===== config.mk =====
export PLATFORM = sky130hd
export DESIGN_NAME = ind_reg_bridge
export DESIGN_NICKNAME = d
export VERILOG_FILES = /design/src/rtl/ibr_pkg.sv /design/src/rtl/ibr_watchdog_cnt.sv /design/src/rtl/ibr_engine.sv /design/src/rtl/ind_reg_bridge.sv
export SDC_FILE = /design/constraint.sdc
export NUM_CORES = 1
export LEC_CHECK = 0
export ABC_AREA = 1
export BUFFER_PORTS_ARGS = -buffer_cell sky130_fd_sc_hd__buf_2
export CORE_MARGIN = 8
export CORE_UTILIZATION = 30
export CTS_BUF_LIST = sky130_fd_sc_hd__clkbuf_4 sky130_fd_sc_hd__clkbuf_8
export CTS_CLUSTER_SIZE = 30
export DETAILED_ROUTE_END_ITERATION = 6
export HOLD_SLACK_MARGIN = 0.05
export PLACE_DENSITY = 0.6
export SLEW_MARGIN = 20
export SYNTH_ARGS = -nofsm -noshare
export SYNTH_HDL_FRONTEND = slang
export SYNTH_SLANG_ARGS = --single-unit

===== constraint.sdc =====
create_clock -name clk -period 1.93 [get_ports clk]
set_clock_uncertainty 0.1 [all_clocks]
set_input_delay 0.4825 -clock clk [delete_from_list [all_inputs] [get_ports clk]]
set_output_delay 0.4825 -clock clk [all_outputs]
set_load 0.03 [all_outputs]

===== src/rtl/ibr_pkg.sv =====
// Package: shared encodings for the indirect register access bridge.
// Assumes: operation and outcome codes are two bits wide.
package ibr_pkg;
    typedef enum logic [1:0] {
        OP_NONE  = 2'd0,
        OP_WRITE = 2'd1,
        OP_READ  = 2'd2,
        OP_RSVD  = 2'd3
    } ibr_op_e;

    typedef enum logic [1:0] {
        ST_NORESP  = 2'd0,
        ST_OK      = 2'd1,
        ST_REQFAIL = 2'd2,
        ST_RESPERR = 2'd3
    } ibr_st_e;

    localparam logic [1:0] SEL_CMD   = 2'd0;
    localparam logic [1:0] SEL_WDATA = 2'd1;
    localparam logic [1:0] SEL_RDATA = 2'd2;
endpackage


===== src/rtl/ibr_watchdog_cnt.sv =====
// Module: counts the cycles a request stays pending and flags the last one.
// Assumes: run stays high for a whole transaction; the counter restarts when run is low.
module ibr_watchdog_cnt #(
    parameter int LIMIT = 32
) (
    input  logic clk,
    input  logic rst_n,
    input  logic run,
    output logic expire
);
    localparam int CW = (LIMIT > 2) ? $clog2(LIMIT) : 1;

    logic [CW-1:0] cnt;

    // Count pending cycles; restart while idle.
    always_ff @(posedge clk) begin
        if (!rst_n || !run) cnt <= '0;
        else                cnt <= cnt + 1'b1;
    end

    // Final permitted cycle of a pending request.
    assign expire = run && (cnt == CW'(LIMIT - 1));


    tmo_once_chk: assert property (@(posedge clk) disable iff (!rst_n)
        expire |=> !expire);
endmodule


===== src/rtl/ibr_engine.sv =====
// Module: runs one secondary-port transaction per accepted command and
// produces the completion pulse with outcome and data.
// Assumes: the responder holds sec_ack for one cycle; ack wins over timeout.
module ibr_engine
    import ibr_pkg::*;
#(
    parameter int AW      = 16,
    parameter int DW      = 16,
    parameter int TIMEOUT = 32
) (
    input  logic          clk,
    input  logic          rst_n,
    input  logic          start,
    input  logic [1:0]    start_op,
    input  logic [AW-1:0] start_addr,
    input  logic [DW-1:0] start_wdata,
    output logic          sec_req,
    output logic          sec_we,
    output logic [AW-1:0] sec_addr,
    output logic [DW-1:0] sec_wdata,
    input  logic          sec_ack,
    input  logic          sec_err,
    input  logic [DW-1:0] sec_rdata,
    output logic          busy,
    output logic          done,
    output logic [1:0]    done_status,
    output logic [DW-1:0] done_data
);
    logic          busy_q;
    logic          we_q;
    logic [AW-1:0] addr_q;
    logic [DW-1:0] wdata_q;
    logic          tmo;
    logic          op_ok;
    logic          launch;
    logic          reject;
    logic          finish;

    assign op_ok  = (start_op == OP_WRITE) || (start_op == OP_READ);
    assign launch = start && !busy_q && op_ok;
    assign reject = start && !busy_q && !op_ok;
    assign finish = busy_q && (sec_ack || tmo);

    ibr_watchdog_cnt #(.LIMIT(TIMEOUT)) u_tmo (
        .clk    (clk),
        .rst_n  (rst_n),
        .run    (busy_q),
        .expire (tmo)
    );

    // Pending flag: set on launch, cleared on response or timeout.
    always_ff @(posedge clk) begin
        if (!rst_n)      busy_q <= 1'b0;
        else if (finish) busy_q <= 1'b0;
        else if (launch) busy_q <= 1'b1;
    end

    // Capture the transaction fields so later host writes cannot disturb them.
    always_ff @(posedge clk) begin
        if (!rst_n) begin
            we_q    <= 1'b0;
            addr_q  <= '0;
            wdata_q <= '0;
        end else if (launch) begin
            we_q    <= (start_op == OP_WRITE);
            addr_q  <= start_addr;
            wdata_q <= start_wdata;
        end
    end

    // Completion outcome and returned data.
    always_comb begin
        done_status = ST_NORESP;
        done_data   = '0;
        if (reject) begin
            done_status = ST_REQFAIL;
        end else if (busy_q && sec_ack) begin
            done_status = sec_err ? ST_RESPERR : ST_OK;
            if (!we_q && !sec_err) done_data = sec_rdata;
        end
    end

    assign done      = finish || reject;
    assign busy      = busy_q;
    assign sec_req   = busy_q;
    assign sec_we    = we_q;
    assign sec_addr  = addr_q;
    assign sec_wdata = wdata_q;


    launch_wr_chk: assert property (@(posedge clk) disable iff (!rst_n)
        (start && !busy_q && start_op == OP_WRITE)
        |=> (sec_req && sec_we && sec_addr == $past(start_addr)));


    reject_chk: assert property (@(posedge clk) disable iff (!rst_n)
        (start && !busy_q && (start_op == OP_NONE || start_op == OP_RSVD)) |=> !sec_req);


    req_hold_chk: assert property (@(posedge clk) disable iff (!rst_n)
        (busy_q && !sec_ack && !tmo)
        |=> (sec_req && $stable(sec_addr) && $stable(sec_we) && $stable(sec_wdata)));


    busy_ignore_chk: assert property (@(posedge clk) disable iff (!rst_n)
        (start && busy_q) |=> ($stable(sec_addr) && $stable(sec_we)));


    stray_ack_chk: assert property (@(posedge clk) disable iff (!rst_n)
        (!busy_q && !start && sec_ack) |-> !done);
endmodule


===== src/rtl/ind_reg_bridge.sv =====
// Module: host register window (command, write data, read data/status) in
// front of the transaction engine.
// Assumes: single host access per cycle; host_rdata is a combinational read
// with no side effects.
module ind_reg_bridge
    import ibr_pkg::*;
#(
    parameter int AW      = 16,
    parameter int DW      = 16,
    parameter int TIMEOUT = 32
) (
    input  logic          clk,
    input  logic          rst_n,
    input  logic          host_wr,
    input  logic [1:0]    host_sel,
    input  logic [31:0]   host_wdata,
    output logic [31:0]   host_rdata,
    output logic          sec_req,
    output logic          sec_we,
    output logic [AW-1:0] sec_addr,
    output logic [DW-1:0] sec_wdata,
    input  logic          sec_ack,
    input  logic          sec_err,
    input  logic [DW-1:0] sec_rdata
);
    localparam int CMDW = AW + 2;
    localparam int RDW  = DW + 3;
    localparam int RDY  = DW + 2;

    logic [CMDW-1:0] cmd_q;
    logic [DW-1:0]   wdata_q;
    logic [RDW-1:0]  rd_q;
    logic            cmd_wr;
    logic            busy;
    logic            done;
    logic [1:0]      done_status;
    logic [DW-1:0]   done_data;
    logic            unused_hi;

    assign cmd_wr    = host_wr && (host_sel == SEL_CMD);
    assign unused_hi = ^host_wdata[31:CMDW];

    ibr_engine #(.AW(AW), .DW(DW), .TIMEOUT(TIMEOUT)) u_engine (
        .clk         (clk),
        .rst_n       (rst_n),
        .start       (cmd_wr),
        .start_op    (host_wdata[CMDW-1:AW]),
        .start_addr  (host_wdata[AW-1:0]),
        .start_wdata (wdata_q),
        .sec_req     (sec_req),
        .sec_we      (sec_we),
        .sec_addr    (sec_addr),
        .sec_wdata   (sec_wdata),
        .sec_ack     (sec_ack),
        .sec_err     (sec_err),
        .sec_rdata   (sec_rdata),
        .busy        (busy),
        .done        (done),
        .done_status (done_status),
        .done_data   (done_data)
    );

    // Command register: only accepted while idle.
    always_ff @(posedge clk) begin
        if (!rst_n)                cmd_q <= '0;
        else if (cmd_wr && !busy)  cmd_q <= host_wdata[CMDW-1:0];
    end

    // Write-data register: always writable by the host.
    always_ff @(posedge clk) begin
        if (!rst_n)                                  wdata_q <= '0;
        else if (host_wr && host_sel == SEL_WDATA)   wdata_q <= host_wdata[DW-1:0];
    end

    // Read-data register: result on completion, cleared when a command starts.
    always_ff @(posedge clk) begin
        if (!rst_n)                rd_q <= '0;
        else if (done)             rd_q <= {1'b1, done_status, done_data};
        else if (cmd_wr && !busy)  rd_q <= '0;
    end

    // Host read mux.
    always_comb begin
        host_rdata = '0;
        case (host_sel)
            SEL_CMD:   host_rdata[CMDW-1:0] = cmd_q;
            SEL_WDATA: host_rdata[DW-1:0]   = wdata_q;
            SEL_RDATA: host_rdata[RDW-1:0]  = rd_q;
            default:   host_rdata = '0;
        endcase
    end


    drop_ready_chk: assert property (@(posedge clk) disable iff (!rst_n)
        $fell(sec_req) |-> rd_q[RDY]);


    pending_not_ready_chk: assert property (@(posedge clk) disable iff (!rst_n)
        sec_req |-> !rd_q[RDY]);
endmodule


==> results.md <==
* Post-synth EDFFs at 0
* Crit-path max cell delay at 0.19 ns
* Die Y at 129.1 µm
* DRT iter0 DRCs at 162
* Cts-stage hold buffer count at 0
* Leakage dissipation at 1.957 nW
* Req. time, crit path at 1.35 ns
* Post-synth top area share at 48.01%
* Routed len/inst at 15.35 µm
* ANT cells at 0
* Number of I/O port buffers at 93
* Reg power frac at 51.6%
* Final setup fails at 0
* Fmax achieved at 0.5309 GHz
* Hold EP: rd_q[9]
* Fin nets at 620
* CP Buf/Inv Count at 4
* Vias in the first global route at 3,277
* Top delay family on crit path: buffers and inverters
* Die extent in x at 129.1 µm
* Clock Sinks at 92
* Synth top area cells: dfxtp_1 48%, a21oi_1 10%, nand2_1 7.7%, nand3_1 5.2%, inv_1 4.1%
* RSZ-0062 raised after global routing: false
* Num CTS Buffers at 9
* Clock power frac at 34.6%
* Power Total at 3.832 mW
* WS Path Type: primary input to output pin
* DR vias at 3,382
* Initial Util at 30.52%
* Status: finished, final reports clean
* Min Clock Period, post-route at 1.884 ns
* Slowest cell on crit path: buf_4
* DR DRC count at 0
* Internal power at 2.758 mW
* Crit share post-route at 97.60%
* Power density cells at 744.0 nW/µm²
* R2R Setup Slk at 0.28 ns
* Critical path fanouts, max at 7
* Hold Crit Class: primary input to flop
* Max-slew violations at 0
* Layout cells sized above 1 at 31.75%
* Gr ovfl total at 0
* Via/cell ratio at 4.576
* RR Endpoint: rd_q[17]
* Synth async-reset ratio at 0%
* I/O Pins at 121
* Htree depth at 3
* Worst-path cell chain: buf_4 -> nor2_4 -> inv_4 -> buf_12 -> o221ai_2 -> buf_4
* Yosys top cell by area: dfxtp_1
* Die ar. at 16,660 µm²
* Flops & latches, synth at 92
* Peak supply drop at 386.3 µV
* GP Congestion at 0.8006
* CTS Buffer Depth at 2
* Cells after Synth at 472
* Sw Share at 28.04%
* Worst-path clk slew at 0.08 ns
* Routed WL at 11,350 µm
* Logic gate share of total power at 13.8%
* Min-delay src: sec_rdata[9]
* CP endpoint kind: output pin
* Worst setup margin at 0.04634 ns
* Unique masters post-synth at 28
* WHS Path Cells at 3
* Placement Rows at 41
* CTS tree: done
* Detailed-placement wirelength estimate at 8381 µm
* Fin Setup TNS at 0 ns
* Critical Path AT at 1.30 ns
* Hold Fails Final Rpt at 0
* GRT Total Usage at 13.50%
* CP dominant cell by count: buf_4
* Post-synth top cells: 92 x dfxtp_1, 79 x nand2_1, 77 x a21oi_1, 42 x inv_1, 40 x nand3_1
* Pre-CTS setup slack at -0.1208 ns
* Post-Syn Area at 3836 µm²
* Sw Pwr at 1.075 mW
* Post-Syn Area per Cell at 8.127 µm²
* Area grow syn2layout at 34.28%
* Initial antenna violation count at 0
* Routed Antenna Nets at 0
* Most frequent cell after synthesis: dfxtp_1
* Clock Latency Late Sink at 0.37 ns
* Sequential share of the synthesized area at 48.01%
* R2R Path Start: u_engine.u_tmo.cnt[0]
* Yosys Warn Count at 0
* Max-Cap Viols at 0
* Reg2Reg Depth at 8
* Root Driver: clkbuf_8
* TritonRoute pass-1 iters at 5
* Global-route wire length before repair at 17,470 µm
* Type of origin of the critical path: primary input
* Main synth FF type: dfxtp_1
* Largest net degree at the start of global routing at 56
* Area of the core at 12,570 µm²
-- how the worst max path moves through the flow --
| stage | start | endpoint | cells after the start | slack, ns |
|---|---|---|---|---|
| 2_1_floorplan | host_sel[1] | host_rdata[10] | 4 | -0.05 |
| 3_3_place_gp | host_sel[1] | host_rdata[12] | 6 | -0.10 |
| 3_5_place_dp | host_sel[1] | host_rdata[12] | 6 | -0.12 |
| 4_1_cts | host_sel[1] | host_rdata[7] | 6 | -0.007 |
| 5_1_grt | host_sel[0] | host_rdata[10] | 6 | 0.003 |
| 6_report | host_sel[0] | host_rdata[2] | 6 | 0.05 |
-- worst register-to-register path: stages (launching register included) --
cell	delay [ns]
dfxtp_1	0.33
ha_1	0.22
nand2_1	0.09
nor2_1	0.05
ha_1	0.17
o21ai_1	0.12
buf_4	0.25
nand3_1	0.11
a21oi_1	0.15
-- state kept, by name, summed over array words and instances, names as in the netlist --
register	cells
wdata_q	16
u_engine.sec_we	1
u_engine.sec_addr	16
u_engine.sec_wdata	16
u_engine.busy	1
cmd_q	18
u_engine.u_tmo.cnt	5
rd_q	19
-- routing by layer --
| layer | wire length (µm) | global-route usage (%) | part of all wire [%] | vias up |
|---|---|---|---|---|
| li1 | - | - | - | 1725 |
| met1 | 4872 | 16.53 | 43 | 1576 |
| met2 | 5624 | 22.35 | 50 | 73 |
| met3 | 751 | 4.355 | 6.6 | 8 |
| met4 | 98 | 3.525 | 0.86 | 0 |
| met5 | 0 | 0 | 0 | - |
-- power by group through the flow --
stage / combinational, mW / sequential, mW / clock [mW]
3_3_place_gp: 0.471 / 2.02 / 0
4_1_cts: 0.502 / 1.98 / 1.37
3_5_place_dp: 0.478 / 2.02 / 0
5_1_grt: 0.568 / 1.98 / 1.45
6_report: 0.528 / 1.98 / 1.33
2_1_floorplan: 0.310 / 2.04 / 0
-- cell usage in the layout, fill, tap and decap left out, drive strengths merged --
| master | n |
|---|---|
| a21oi | 87 |
| nor2 | 10 |
| nor3 | 1 |
| conb | 13 |
| o21ai | 37 |
| o221ai | 16 |
| clkbuf | 11 |
| nand3b | 1 |
| dfxtp | 92 |
| clkinv | 2 |
| bufinv | 1 |
| nand2 | 91 |
| o21bai | 1 |
| and3 | 1 |
| nand3 | 40 |
| inv | 46 |
| clkinvlp | 2 |
| nor3b | 1 |
| buf | 111 |
| ha | 3 |
-- timing repair --
item	4_1_cts	5_1_grt
gates resized for setup	30	27
hold endpoints to repair	0	0
cloned	0	1
pin swaps	0	2
buffers inserted	0	1
setup endpoints to repair	18	17
-- metrics by stage --
| stage | cells | hold WS, ns | util, % | cell area (µm²) |
|---|---|---|---|---|
| after detailed placement | 721 | 0.3469 | 37.20 | 4676 |
| after floorplan | 484 | 0.3176 | - | 4068 |
| final | 739 | 0.2649 | 40.99 | 5151 |
| after global routing | 739 | 0.2574 | 40.99 | 5151 |
| after global placement | 721 | 0.3278 | 37.20 | 4676 |
| after CTS | 737 | 0.2400 | 39.83 | 5006 |
-- final cells by class --
cell class | instances | area (µm²)
tap | 172 | 215.2
fill | 1304 | 7417
clock buffer | 10 | 131.4
multi-input combinational | 302 | 1877
timing repair buffer | 112 | 840.8
inverter | 45 | 173.9
sequential | 92 | 1842
clock inverter | 6 | 71.32
-- cells by family after synthesis --
kind of cell	synth area share (%)
compound gates	21.00
flops	48.01
other cells	0.09775
simple gates	17.65
buf+inv	12.26
fa+ha+maj	0.9786
Power figures use the tool's default switching activity.
